<file path="src/rtl/wpw_pkg.sv">
// Package: shared types for the paired-byte word write controller.
// Assumes nothing beyond a single clock domain.
package wpw_pkg;

    // Bus cycle phases, in the order the sequencer walks them.
    typedef enum logic [2:0] {
        PH_IDLE   = 3'd0,
        PH_ADDR   = 3'd1,
        PH_HOLD   = 3'd2,
        PH_SETUP  = 3'd3,
        PH_STROBE = 3'd4,
        PH_RECOV  = 3'd5
    } wpw_phase_t;

endpackage

</file>
<file path="src/rtl/wpw_seq.sv">
// Module: bus-cycle sequencer.
// Walks one bus cycle per accepted request:
//   address, hold, setup, STROBE_LEN strobe-window cycles, recovery.
// Assumes start is only raised while idle.
module wpw_seq
    import wpw_pkg::*;
#(
    parameter int STROBE_LEN = 2
) (
    input  logic       clk,
    input  logic       rst_n,
    input  logic       start,
    output wpw_phase_t phase,
    output logic       idle
);
    localparam int CNT_W = (STROBE_LEN > 1) ? $clog2(STROBE_LEN) : 1;
    localparam logic [CNT_W-1:0] CNT_LAST = CNT_W'(STROBE_LEN - 1);

    wpw_phase_t       phase_q;
    wpw_phase_t       phase_d;
    logic [CNT_W-1:0] cnt_q;

    // Next-phase decode.
    always_comb begin
        phase_d = phase_q;
        unique case (phase_q)
            PH_IDLE:   if (start) phase_d = PH_ADDR;
            PH_ADDR:   phase_d = PH_HOLD;
            PH_HOLD:   phase_d = PH_SETUP;
            PH_SETUP:  phase_d = PH_STROBE;
            PH_STROBE: if (cnt_q == CNT_LAST) phase_d = PH_RECOV;
            PH_RECOV:  phase_d = PH_IDLE;
            default:   phase_d = PH_IDLE;
        endcase
    end

    // Phase register.
    always_ff @(posedge clk) begin
        if (!rst_n) phase_q <= PH_IDLE;
        else        phase_q <= phase_d;
    end

    // Strobe-window length counter: cleared outside the window, counts inside it.
    always_ff @(posedge clk) begin
        if (!rst_n)                    cnt_q <= '0;
        else if (phase_q == PH_STROBE) cnt_q <= cnt_q + 1'b1;
        else                           cnt_q <= '0;
    end

    assign phase = phase_q;
    assign idle  = (phase_q == PH_IDLE);
endmodule

</file>
<file path="src/rtl/wpw_latch.sv">
// Module: request capture, holding latch and pairing tracker.
// Captures each accepted request. An even address also loads the holding
// latch and remembers its word. An odd address checks whether it completes
// that remembered word.
// Assumes accept is a single-cycle qualifier of a valid request.
module wpw_latch #(
    parameter int ADDR_W = 21,
    parameter int DATA_W = 8
) (
    input  logic              clk,
    input  logic              rst_n,
    input  logic              accept,
    input  logic [ADDR_W-1:0] req_addr,
    input  logic [DATA_W-1:0] req_data,
    output logic [ADDR_W-1:0] cur_addr,
    output logic [DATA_W-1:0] cur_data,
    output logic [DATA_W-1:0] hold_byte,
    output logic              unmatched
);
    localparam int WORD_W = ADDR_W - 1;

    logic [WORD_W-1:0] pend_word_q;
    logic              pend_q;
    logic              req_odd;
    logic              pair_ok;

    assign req_odd = req_addr[0];
    assign pair_ok = pend_q && (pend_word_q == req_addr[ADDR_W-1:1]);

    // Current-request registers, refreshed on each acceptance.
    always_ff @(posedge clk) begin
        if (!rst_n) begin
            cur_addr <= '0;
            cur_data <= '0;
        end else if (accept) begin
            cur_addr <= req_addr;
            cur_data <= req_data;
        end
    end

    // Holding latch and pairing state.
    always_ff @(posedge clk) begin
        if (!rst_n) begin
            hold_byte   <= '0;
            pend_q      <= 1'b0;
            pend_word_q <= '0;
            unmatched   <= 1'b0;
        end else if (accept) begin
            if (!req_odd) begin
                hold_byte   <= req_data;
                pend_q      <= 1'b1;
                pend_word_q <= req_addr[ADDR_W-1:1];
                unmatched   <= 1'b0;
            end else begin
                pend_q      <= 1'b0;
                unmatched   <= !pair_ok;
            end
        end
    end
endmodule

</file>
<file path="src/rtl/wpw_pins.sv">
// Module: pin driver decode.
// Turns the phase and the captured request into bus pin values.
// Purely combinational from registered state, so the pins change only
// after clock edges.
// Assumes cfg_addr20 is steady while a bus cycle runs.
module wpw_pins
    import wpw_pkg::*;
#(
    parameter int ADDR_W = 21,
    parameter int DATA_W = 8
) (
    input  wpw_phase_t            phase,
    input  logic                  cfg_addr20,
    input  logic [ADDR_W-1:0]     cur_addr,
    input  logic [DATA_W-1:0]     cur_data,
    input  logic [DATA_W-1:0]     hold_byte,
    output logic                  ale,
    output logic [2*DATA_W-1:0]   ad_out,
    output logic                  ad_oe,
    output logic [ADDR_W-2*DATA_W-2:0] hi_addr,
    output logic                  hi_oe,
    output logic                  ba0,
    output logic                  wrh,
    output logic                  wrl,
    output logic                  ub,
    output logic                  lb
);
    localparam int AD_W = 2 * DATA_W;
    localparam int HI_W = ADDR_W - AD_W - 1;

    logic odd;
    logic addr_phase;
    logic data_phase;

    assign odd        = cur_addr[0];
    assign addr_phase = (phase == PH_ADDR) || (phase == PH_HOLD);
    assign data_phase = (phase == PH_SETUP) || (phase == PH_STROBE) || (phase == PH_RECOV);

    // Multiplexed lines: address in the address phase, word data for odd writes.
    always_comb begin
        ad_out = '0;
        ad_oe  = 1'b0;
        if (addr_phase) begin
            ad_out = cur_addr[AD_W:1];
            ad_oe  = 1'b1;
        end else if (data_phase && odd) begin
            ad_out = {cur_data, hold_byte};
            ad_oe  = 1'b1;
        end
    end

    // Upper address lines, driven only in the address phase of the wide configuration.
    always_comb begin
        hi_oe   = addr_phase && cfg_addr20;
        hi_addr = hi_oe ? cur_addr[ADDR_W-1:AD_W+1] : {HI_W{1'b0}};
    end

    // Control strobes.
    always_comb begin
        ale = (phase == PH_ADDR);
        wrh = (phase == PH_STROBE) && odd;
        ub  = data_phase && odd;
        lb  = data_phase && odd;
        ba0 = (phase != PH_IDLE) && odd;
    end

    assign wrl = 1'b0;
endmodule

</file>
<file path="src/rtl/word_pair_writer.sv">
// Module: paired-byte word write controller (top).
// Accepts byte writes from the core. Even addresses fill the holding latch;
// odd addresses emit one 16-bit word write on the multiplexed bus.
// Assumes requests follow a valid/ready handshake, and that cfg_addr20 is
// steady during a bus cycle.
module word_pair_writer
    import wpw_pkg::*;
#(
    parameter int ADDR_W     = 21,
    parameter int DATA_W     = 8,
    parameter int STROBE_LEN = 2
) (
    input  logic                        clk,
    input  logic                        rst_n,
    input  logic                        cfg_addr20,
    input  logic                        req_valid,
    input  logic [ADDR_W-1:0]           req_addr,
    input  logic [DATA_W-1:0]           req_data,
    output logic                        req_ready,
    output logic                        pair_unmatched,
    output logic                        ale,
    output logic [2*DATA_W-1:0]         ad_out,
    output logic                        ad_oe,
    output logic [ADDR_W-2*DATA_W-2:0]  hi_addr,
    output logic                        hi_oe,
    output logic                        ba0,
    output logic                        wrh,
    output logic                        wrl,
    output logic                        ub,
    output logic                        lb
);
    localparam int AD_W = 2 * DATA_W;
    localparam int HI_W = ADDR_W - AD_W - 1;

    wpw_phase_t        phase;
    logic              idle;
    logic              accept;
    logic [ADDR_W-1:0] cur_addr;
    logic [DATA_W-1:0] cur_data;
    logic [DATA_W-1:0] hold_byte;

    assign accept    = req_valid && idle;
    assign req_ready = idle;

    wpw_seq #(.STROBE_LEN(STROBE_LEN)) u_seq (
        .clk   (clk),
        .rst_n (rst_n),
        .start (accept),
        .phase (phase),
        .idle  (idle)
    );

    wpw_latch #(.ADDR_W(ADDR_W), .DATA_W(DATA_W)) u_latch (
        .clk       (clk),
        .rst_n     (rst_n),
        .accept    (accept),
        .req_addr  (req_addr),
        .req_data  (req_data),
        .cur_addr  (cur_addr),
        .cur_data  (cur_data),
        .hold_byte (hold_byte),
        .unmatched (pair_unmatched)
    );

    wpw_pins #(.ADDR_W(ADDR_W), .DATA_W(DATA_W)) u_pins (
        .phase      (phase),
        .cfg_addr20 (cfg_addr20),
        .cur_addr   (cur_addr),
        .cur_data   (cur_data),
        .hold_byte  (hold_byte),
        .ale        (ale),
        .ad_out     (ad_out),
        .ad_oe      (ad_oe),
        .hi_addr    (hi_addr),
        .hi_oe      (hi_oe),
        .ba0        (ba0),
        .wrh        (wrh),
        .wrl        (wrl),
        .ub         (ub),
        .lb         (lb)
    );
endmodule

</file>
<file path="config.mk">
export PLATFORM = sky130hd
export DESIGN_NAME = word_pair_writer
export DESIGN_NICKNAME = d
export VERILOG_FILES = /design/src/rtl/wpw_pkg.sv /design/src/rtl/wpw_seq.sv /design/src/rtl/wpw_latch.sv /design/src/rtl/wpw_pins.sv /design/src/rtl/word_pair_writer.sv
export SDC_FILE = /design/constraint.sdc
export NUM_CORES = 1
export LEC_CHECK = 0
export ABC_AREA = 1
export BUFFER_PORTS_ARGS = -buffer_cell sky130_fd_sc_hd__buf_4
export CORE_MARGIN = 2
export CORE_UTILIZATION = 26
export CTS_CLUSTER_SIZE = 40
export DETAILED_ROUTE_END_ITERATION = 8
export PLACE_DENSITY = 0.54
export SKIP_LAST_GASP = 1
export SYNTH_ARGS = -nofsm -noshare
export SYNTH_HDL_FRONTEND = slang
export SYNTH_SLANG_ARGS = --single-unit
export TNS_END_PERCENT = 20
</file>
<file path="constraint.sdc">
create_clock -name clk -period 2.9 [get_ports clk]
set_input_delay 0.725 -clock clk [delete_from_list [all_inputs] [get_ports clk]]
set_output_delay 0.725 -clock clk [all_outputs]
set_load 0.02 [all_outputs]
</file>
* Word level (Yosys, flattened, before mapping)
Cells that the tools add are included.
** Cells by class
- Eq/ne operators :: 8
- Bitwise gates (word level) :: 1
- $add $sub $neg :: 1
- Reductions and logical operators :: 15
- Muxes and demuxes :: 10
** Operators with widths (count)
- $mux W16 :: 2
- $eq A20 B20 Y1 :: 1
- $pmux W3 S5 :: 1
- $eq A3 B2 Y1 const B :: 2
- $eq A3 B3 Y1 const B :: 2
- $logic_and A1 B1 Y1 :: 6
- $mux W3 :: 2
- $reduce_and A2 Y1 :: 3
- $mux W1 :: 4
- $mux W4 :: 1
- $eq A3 B1 Y1 const B :: 1
- $logic_not A3 Y1 :: 1
- $logic_or A1 B1 Y1 :: 3
- $reduce_bool A3 Y1 :: 1
- $ne A2 B1 Y1 const B :: 1
- $ne A2 B2 Y1 const B :: 1
- $add A1 B1 Y1 const B :: 1
- $logic_not A1 Y1 :: 1
- $not A1 Y1 :: 1
** Word-level totals
- Logic and storage cells :: 43
- Register bits after elaboration :: 63
- Output and inout bits :: 30
- Bits of input ports :: 33

* Longest topological paths before layout
Gate-level depths: netlist of run 1.
- Depth after elaboration :: 6
- Mapped depth :: 9
- Depth with buffers taken out :: 9

* Modules after synthesis
From an unflattened synthesis of run 1, not the netlist that was laid out.
** Second synthesis, totals
- Cell total of the unflattened synthesis :: 437
- Area total of the unflattened synthesis :: 2987.9 um^2
** By module, submodules not included
- wpw_latch :: cells each 330, instances 1, area each 2392.3 um^2
- wpw_pins :: cells each 82, instances 1, area each 429.2 um^2
- wpw_seq :: cells each 23, instances 1, area each 158.9 um^2
- word_pair_writer :: cells each 2, instances 1, area each 7.5 um^2

* Worst setup path after synthesis of run 1
Ideal clock, no wire load.
- Path type :: register -> output
- Start point :: register u_seq.phase_q[2], in the netlist u_seq.phase[2]
- End point :: output port ad_out[10]
- Data required time :: 2.175 ns
- Data arrival time :: 1.267 ns
- Path slack :: 0.908 ns
- Cell stages (with the launch flop) :: 7
- Cells stage by stage :: dfxtp_1 > inv_1 > nand2_1 > nor2_1 > inv_2 > buf_2 > o22ai_1
** On the way
- Longest elaborated chain between the ends :: 6
** Ends and longest elaborated chain
- start, declared :: RTL line wpw_seq.sv:19 : wpw_phase_t phase_q;
- start signal, assigned :: RTL line wpw_seq.sv:40 : else phase_q <= phase_d;
- $eq A3 B2 Y1 or $eq A3 B3 Y1 (tied branches) :: RTL line wpw_pins.sv:37 : assign data_phase = (phase == PH_SETUP) || (phase == PH_STROBE) || (phase == PH_RECOV);
- $logic_or A1 B1 Y1 (2 in series) :: RTL line wpw_pins.sv:37
- $logic_and A1 B1 Y1 :: RTL line wpw_pins.sv:46 : end else if (data_phase && odd) begin
- $mux W16 :: RTL line wpw_pins.sv:46
- $mux W16 (*) :: RTL line wpw_pins.sv:43 : if (addr_phase) begin
- end, declared :: RTL line word_pair_writer.sv:22 : output logic [2*DATA_W-1:0] ad_out,
Mark *: on every way between the ends. The rest lies on a longest branch, timed or not.

* Worst setup path in the final report of run 1
- Start point :: register u_seq.phase_q[1], in the netlist u_seq.phase[1]
- End point :: output port ad_out[4]
The elaborated chain is that of the path after synthesis.

==> impl_metrics.json, run 1 <==
{
  "status": "finished, final reports clean",
  "worst_skew_pair.late_latency_ns": 0.34,
  "switchingPower_uw": 720,
  "start_util_pct": 26.6,
  "setup_viol_count_final": 0,
  "fill_cells": 1175,
  "fin_cells": 599,
  "cts_root_buffer": "clkbuf_8",
  "finalClockSkew_ns": 0.00470,
  "yosysMostFrequentCell": "inv_1",
  "avgRoutedWirePerCell_um": 12.7,
  "netlist_instances": 404,
  "synth_top_cell_by_area": "dfxtp_1",
  "synth_top_area_share_pct": 44.0,
  "dp_cells": 583,
  "nets": 487,
  "htree_levels": 3,
  "fp.dieH_um": 109,
  "rsz0062_at_grt": "false",
  "via_per_inst": 4.37,
  "peakVddDrop_v": 0.000193,
  "worst_r2r_path_depth": 6,
  "combPwrFrac_pct": 23.1,
  "register_area_um2": 1260,
  "p_leak_nw": 1.59,
  "dieArea_um2": 11900,
  "critPathMaxStageDelay_ns": 0.43,
  "synth_nets": 437,
  "worst_pin_slew_ns": 0.597,
  "slew_headroom_pct": 60.2,
  "maxCapViolCount": 0,
  "synth_edf_count": 0,
  "clk_pin_slew_ns": 0.07,
  "worstPathRequired_ns": 2.17,
  "cts_tree": "built",
  "powerDensity_nw_per_um2": 653,
  "worstSetupPathType": "reg -> out",
  "place_congestion": 0.773,
  "ys.flop_type": "dfxtp_1",
  "swShare_pct": 30.9,
  "numCtsBuffers": 9,
  "place_hpwl_um": 5360,
  "firstDrtPassIters": 4,
  "synth_area_per_cell_um2": 7.10,
  "num_vias": 2618,
  "row_count": 38,
  "clockBufferDepth": 2,
  "synthTopCellsByCount": "inv_1, nand2_1, dfxtp_1, a21oi_1, o21ai_0",
  "async_reset_ff_share_pct": 0,
  "seq_area_frac_synth_pct": 44.0,
  "synth_area_leaders": "dfxtp_1, inv_1, a21oi_1",
  "cp.arrival_ns": 1.83,
  "place_area_um2": 3360,
  "setup_tns_ns": 0,
  "utilization_pct": 33.1,
  "ctsResizeCount": 0,
  "coreArea_um2": 10800,
  "path_depth": 5,
  "routed_wl_um": 7600,
  "hold_depth": 1,
  "synth_cell_types": 27,
  "path_buf_inv": 1,
  "syn_area_um2": 2870,
  "hold_violations": 0,
  "ios": 63,
  "multiInputGateArea_um2": 1150,
  "die_x_um": 109,
  "antenna_left": 0,
  "postCtsSetupBuffers": 0,
  "final_area_um2": 3570,
  "grt_pass1_vias": 2300,
  "drc": 0,
  "p_seq_share_pct": 43.1,
  "start_kind": "register",
  "cts.sinks": 63,
  "crit_top_cell": "nand2_1",
  "crit_fanout": 18,
  "slew_violations": 0,
  "place_ws_ns": 0.702,
  "power_frac_clock_pct": 33.8,
  "areaGrowthSynthToFinish_pct": 24.4,
  "ys_warn_count": 0,
  "layout_worst_path_cycle_share_pct": 88.2,
  "worstSetupEndpointType": "output pin",
  "fin_crit_ns": 2.56,
  "slowest_stage": "dfxtp_1",
  "cts_hold_buf": 0,
  "crit_chain": "nand2_1 > nand2_1 > nand3_2 > o22ai_1 > buf_4",
  "antenna_found_initial": 0,
  "critPathTopFamily": "simple AND/OR/NAND/NOR gates",
  "hp-class": "reg -> reg",
  "grt_overflow": 0,
  "track_usage_pct": 13.0,
  "p_int_mw": 1.61,
  "grt_pass1_wl_um": 11600,
  "fmax_ghz": 0.391,
  "antenna_cells": 0,
  "grt_max_degree": 61,
  "drive_above_1_share_pct": 19.2,
  "synth.ff_latch_count": 63,
  "io_buffers": 61,
  "drt_first_iter_violations": 163,
  "worst_slack_ns": 0.343
}
[sequential cells by signal (all words and copies together), names as in the netlist]
signal,count
u_latch.cur_addr,21
u_latch.pend_word_q,20
u_latch.cur_data,8
u_latch.hold_byte,8
u_seq.phase,3
u_latch.pend_q,1
u_latch.unmatched,1
u_seq.cnt_q,1
[final timing paths]
kind / to / from / slack (ns)
setup reg to reg: u_latch.hold_byte[7]$_SDFFE_PN0P_ / u_seq.phase[1]$_SDFFE_PN0P_ / 1.21
hold reg to reg: u_seq.cnt_q$_SDFF_PN0_ / u_seq.cnt_q$_SDFF_PN0_ / 0.42
hold / removal: u_seq.cnt_q$_SDFF_PN0_ / u_seq.cnt_q$_SDFF_PN0_ / 0.42
setup / recovery: ad_out[4] / u_seq.phase[1]$_SDFFE_PN0P_ / 0.34
[power groups by stage]
stage	combinational, mW	sequential [mW]	clock [mW]
2_1_floorplan	0.381	1.02	0
3_3_place_gp	0.535	1.02	0
3_5_place_dp	0.544	1.02	0
4_1_cts	0.545	1.00	0.808
5_1_grt	0.604	1.01	0.854
6_report	0.537	1.00	0.788
[stage by stage]
| step | hold slack (ns) | power, mW |
|---|---|---|
| floorplan | 0.401 | 1.40 |
| global placement | 0.414 | 1.56 |
| detailed placement | 0.419 | 1.57 |
| CTS | 0.429 | 2.36 |
| global route | 0.467 | 2.47 |
| finish | 0.423 | 2.33 |
[cells in the final DEF (no fill, tap or decap), types with 2 or more instances in the layout]
cell type and instances:
inv_1 80, nand3_1 4, nor3_1 2, nand2_1 68, dfxtp_1 63, o21ai_0 56, nand2_4 2, nor2_1 22
buf_4 61, a21oi_1 56, a21oi_2 2, o22ai_1 17, clkbuf_8 15
[cell type report]
| type | instances | area share [%] |
|---|---|---|
| Clock buffer | 15 | 5.78 |
| Clock inverter | 1 | 0.210 |
| Inverter | 82 | 8.76 |
| Multi-Input combinational cell | 237 | 32.2 |
| Sequential cell | 63 | 35.3 |
| Tap cell | 140 | 4.91 |
| Timing Repair Buffer | 61 | 12.8 |
[logic make-up (layout without fill, tap and decap cells)]
group | Yosys count | count (layout) | share of synthesized area [%]
other | 1 | 1 | 0.131
flip-flops | 63 | 63 | 44.0
buffers and inverters | 104 | 159 | 16.0
AND/OR/NAND/NOR | 102 | 102 | 15.2
AO/OA/AOI/OAI | 133 | 133 | 24.4
XOR/XNOR | 1 | 1 | 0.305
[layer usage]
layer | global-route usage, % | vias up | share of wire [%]
met2 | 20.4 | 49 | 46
li1 | - | 1373 | -
met5 | 0 | - | 0
met4 | 5.49 | 0 | 1.8
met1 | 16.2 | 1184 | 47
met3 | 4.36 | 12 | 5.8
[worst register-to-register path, stage by stage (launching register included)]
cell and delay [ns]:
dfxtp_1 0.36, nor2_4 0.15, nand2_4 0.08, inv_6 0.08, nand3_4 0.43, o21ai_0 0.39, a21oi_1 0.07
Power figures use the tool's default switching activity.
==> run 2: changes to the inputs <==
Settings changed: CORE_UTILIZATION 26 to 40, PLACE_DENSITY 0.54 to 0.61.
==> impl_metrics.json, run 2 (synthesized netlist as in run 1, its figures left out) <==
{
  "rsz0062_at_grt": "false",
  "path_depth": 5,
  "postCtsSetupBuffers": 0,
  "powerDensity_nw_per_um2": 649,
  "start_kind": "register",
  "io_buffers": 61,
  "dieArea_um2": 7870,
  "grt_pass1_wl_um": 11100,
  "ctsResizeCount": 0,
  "die_x_um": 88.7,
  "layout_common_cells": "inv_1, nand2_1, dfxtp_1, buf_4",
  "antenna_left": 0,
  "final_common_cell": "inv_1",
  "hold_depth": 1,
  "critPathTopFamily": "simple AND/OR/NAND/NOR gates",
  "row_count": 30,
  "htree_levels": 3,
  "worstSetupEndpointType": "output pin",
  "setup_tns_ns": 0,
  "fin_crit_ns": 2.45,
  "place_congestion": 0.776,
  "antenna_found_initial": 0,
  "slew_violations": 0,
  "grt_overflow": 0,
  "crit_top_cell": "nand2_1",
  "use_met1_pct": 27.2,
  "cts_root_buffer": "clkbuf_8",
  "worstPathRequired_ns": 2.17,
  "avgRoutedWirePerCell_um": 12.4,
  "clk_pin_slew_ns": 0.07,
  "largest_reg_flops": 21,
  "areaGrowthSynthToFinish_pct": 21.5,
  "grt_max_degree": 61,
  "drt_first_iter_violations": 149,
  "place_hpwl_um": 4770,
  "routed_wl_um": 6850,
  "start_util_pct": 41.8,
  "reg_top3": "u_latch.cur_addr: 21 flops, u_latch.pend_word_q: 20 flops",
  "setup_viol_count_final": 0,
  "ios": 63,
  "drive_above_1_share_pct": 19.0,
  "nets": 487,
  "worst_skew_pair.late_latency_ns": 0.34,
  "antenna_cells": 0,
  "final_area_um2": 3490,
  "maxCapViolCount": 0,
  "cts.sinks": 63,
  "met2_usage_pct": 26.9,
  "via_per_inst": 4.64,
  "hold_violations": 0,
  "cts_tree": "built",
  "num_vias": 2568,
  "cp.arrival_ns": 1.73,
  "largest_register": "u_latch.cur_addr",
  "place_area_um2": 3300,
  "peakVddDrop_v": 0.000307,
  "p_leak_nw": 1.57,
  "worst_r2r_path_depth": 6,
  "clockBufferDepth": 2,
  "firstDrtPassIters": 4,
  "worst_pin_slew_ns": 0.587,
  "crit_fanout": 18,
  "drc": 0,
  "grtUsageMet3_pct": 4.10,
  "top_usage_layer": "met1",
  "numCtsBuffers": 9,
  "track_usage_pct": 18.5,
  "grt_pass1_vias": 2249,
  "hp-class": "reg -> reg",
  "worstSetupPathType": "reg -> out",
  "layout_worst_path_cycle_share_pct": 84.7,
  "coreArea_um2": 6870,
  "fmax_ghz": 0.407,
  "finalClockSkew_ns": 0.00593,
  "status": "finished, final reports clean",
  "slowest_stage": "dfxtp_1",
  "cts_hold_buf": 0,
  "path_buf_inv": 1,
  "crit_chain": "nand2_1 > nand2_1 > nand3_2 > o22ai_1 > buf_4",
  "slew_headroom_pct": 60.9,
  "critPathMaxStageDelay_ns": 0.41,
  "fp.dieH_um": 88.7
}
==> run 2: cell types whose count changed in the layout (fill, tap and decap cells not counted), sizes merged <==
cell      before  now
bufinv         0    1
clkinv         0    2
clkbuf        15    9
clkinvlp       1    3
==> run 2: path summary, 6_finish.rpt <==
kind                                from  slack [ns]                                end
max          u_seq.phase[1]$_SDFFE_PN0P_        0.45                          ad_out[3]
min reg2reg       u_seq.cnt_q$_SDFF_PN0_        0.43             u_seq.cnt_q$_SDFF_PN0_
min               u_seq.cnt_q$_SDFF_PN0_        0.43             u_seq.cnt_q$_SDFF_PN0_
max reg2reg  u_seq.phase[0]$_SDFFE_PN0P_        1.20  u_latch.hold_byte[7]$_SDFFE_PN0P_
==> run 2: cell type report <==
type / count / area [um2]
Timing Repair Buffer: 61 / 458
Tap cell: 96 / 120
Fill cell: 730 / 3380
Multi-Input combinational cell: 237 / 1150
Inverter: 82 / 313
Clock buffer: 9 / 124
Sequential cell: 63 / 1260
Clock inverter: 6 / 62.6
==> run 2: routing by layer <==
| metal | part of all wire [%] | up-vias |
|---|---|---|
| li1 | - | 1375 |
| met1 | 49 | 1133 |
| met2 | 45 | 50 |
| met3 | 4.1 | 10 |
| met4 | 1.3 | 0 |
| met5 | 0 | - |
==> run 2: through the flow <==
stage	utilization [%]	std cells	hold WS, ns	total power, mW	setup WS [ns]
floorplan	-	404	0.401	1.40	0.908
global placement	48.1	539	0.418	1.55	0.874
CTS	50.8	554	0.433	2.28	0.427
global route	50.8	554	0.457	2.40	0.273
detailed placement	48.1	539	0.421	1.56	0.799
finish	50.8	554	0.432	2.26	0.445
==> run 2: power breakdown <==
| part | internal (mW) | switching (mW) | total [mW] | leakage [nW] |
|---|---|---|---|---|
| clock network | 0.388 | 0.335 | 0.723 | 0.0871 |
| logic | 0.190 | 0.343 | 0.534 | 0.962 |
| registers | 0.968 | 0.0364 | 1.00 | 0.519 |
==> run 3: changes to the inputs <==
Settings changed: PLACE_DENSITY 0.61 to 0.63.
Clock period 2.9 ns to 2.2 ns, I/O delays scaled along.
==> impl_metrics.json, run 3 (synthesized netlist as in run 1, its figures left out) <==
{
  "cts_hold_buf": 0,
  "final_common_cell": "inv_1",
  "powerDensity_nw_per_um2": 884,
  "cts_tree": "built",
  "drc": 0,
  "postCtsSetupBuffers": 0,
  "place_area_um2": 3320,
  "largest_register": "u_latch.cur_addr",
  "place_congestion": 0.809,
  "clockBufferDepth": 2,
  "worstSetupEndpointType": "output pin",
  "start_kind": "register",
  "numCtsBuffers": 9,
  "antenna_left": 0,
  "areaGrowthSynthToFinish_pct": 24.5,
  "hp-class": "reg -> reg",
  "slowest_stage": "dfxtp_1",
  "crit_chain": "inv_1 > nand2_4 > nor2_4 > inv_4 > o22ai_1 > buf_4",
  "grt_pass1_vias": 2394,
  "fin_hold_ws_ns": 0.436,
  "row_count": 30,
  "reg_top3": "u_latch.cur_addr: 21 flops, u_latch.pend_word_q: 20 flops",
  "fmax_ghz": 0.474,
  "maxCapViolCount": 0,
  "setup_viol_count_final": 0,
  "slew_headroom_pct": 62.9,
  "grt_max_degree": 61,
  "critPathMaxStageDelay_ns": 0.34,
  "startpoint": "u_seq.phase[2]$_SDFFE_PN0P_",
  "cts_root_buffer": "clkbuf_8",
  "fp.dieH_um": 88.7,
  "fin_cells": 557,
  "drt_first_iter_violations": 159,
  "coreArea_um2": 6870,
  "clk_pin_slew_ns": 0.07,
  "setup_tns_ns": 0,
  "timing.rr.start": "u_seq.phase[1]$_SDFFE_PN0P_",
  "drive_above_1_share_pct": 20.0,
  "hold_violations": 0,
  "r2r_slack_ns": 0.57,
  "peakVddDrop_v": 0.000340,
  "htree_levels": 3,
  "hold_start": "u_seq.cnt_q$_SDFF_PN0_",
  "rsz0062_at_grt": "false",
  "finalClockSkew_ns": 0.00967,
  "status": "finished, final reports clean",
  "ios": 63,
  "nets": 490,
  "worst_skew_pair.late_latency_ns": 0.34,
  "dieArea_um2": 7870,
  "crit_fanout": 18,
  "dp_cells": 541,
  "num_vias": 2667,
  "grt_overflow": 0,
  "antenna_found_initial": 0,
  "p_leak_nw": 1.60,
  "routed_wl_um": 7240,
  "cts.sinks": 63,
  "track_usage_pct": 18.3,
  "largest_reg_flops": 21,
  "place_ws_ns": 0.262,
  "via_per_inst": 4.79,
  "worstSetupPathType": "reg -> out",
  "final_area_um2": 3570,
  "antenna_cells": 0,
  "layout_common_cells": "inv_1, nand2_1, buf_4, dfxtp_1",
  "cp.arrival_ns": 1.56,
  "firstDrtPassIters": 5,
  "die_x_um": 88.7,
  "start_util_pct": 41.8,
  "worstPathRequired_ns": 1.65,
  "fin_crit_ns": 2.11,
  "avgRoutedWirePerCell_um": 13.0,
  "worst_pin_slew_ns": 0.557,
  "slew_violations": 0,
  "place_hpwl_um": 4930,
  "fill_cells": 715,
  "io_buffers": 61,
  "finalPower_mw": 3.16,
  "grt_pass1_wl_um": 11100,
  "utilization_pct": 52.0,
  "layout_worst_path_cycle_share_pct": 95.8,
  "worst_slack_ns": 0.0922
}
-- run 3: worst paths after layout --
path                                       end  cells after the start
min reg2reg             u_seq.cnt_q$_SDFF_PN0_                      1
max                                  ad_out[1]                      6
min                     u_seq.cnt_q$_SDFF_PN0_                      1
max reg2reg  u_latch.cur_addr[14]$_SDFFE_PN0N_                      6
-- run 3: worst max-delay path: cells and delay by family, from the launching register on --
| kind | cells | cell delay (ns) |
|---|---|---|
| AO/OA/AOI/OAI | 1 | 0.15 |
| buffers and inverters | 3 | 0.46 |
| flip-flops | 1 | 0.34 |
| AND/OR/NAND/NOR | 2 | 0.27 |
-- run 3: area by class of cell --
cell class                      count  area (um2)  share of cell area [%]
Timing Repair Buffer               63         473                    13.2
Inverter                           82         315                    8.83
Multi-Input combinational cell    238        1190                    33.3
Sequential cell                    63        1260                    35.3
Clock inverter                      4        70.1                    1.96
Clock buffer                       11         141                    3.96
Tap cell                           96         120                    3.36
-- run 3: metal layers --
| layer | global-route usage, % | up-vias | wire length [um] | share of wire (%) |
|---|---|---|---|---|
| li1 | - | 1382 | - | - |
| met4 | 7.58 | 0 | 126 | 1.7 |
| met1 | 25.4 | 1203 | 3460 | 48 |
| met5 | 0 | - | 0 | 0 |
| met3 | 3.26 | 15 | 357 | 4.9 |
| met2 | 28.2 | 67 | 3290 | 45 |
-- run 3: what timing repair did --
item | CTS | global route
setup endpoints to repair | 16 | 21
gates resized for setup | 3 | 5
cloned | 0 | 1
pin swaps | 0 | 1
endpoints found under the hold margin | 0 | 0
-- run 3: where the power goes --
group / total, mW / switching (mW) / internal, mW / leakage, nW
sequential: 1.33 / 0.0528 / 1.28 / 0.519
clock: 1.10 / 0.439 / 0.659 / 0.109
combinational: 0.729 / 0.467 / 0.262 / 0.975
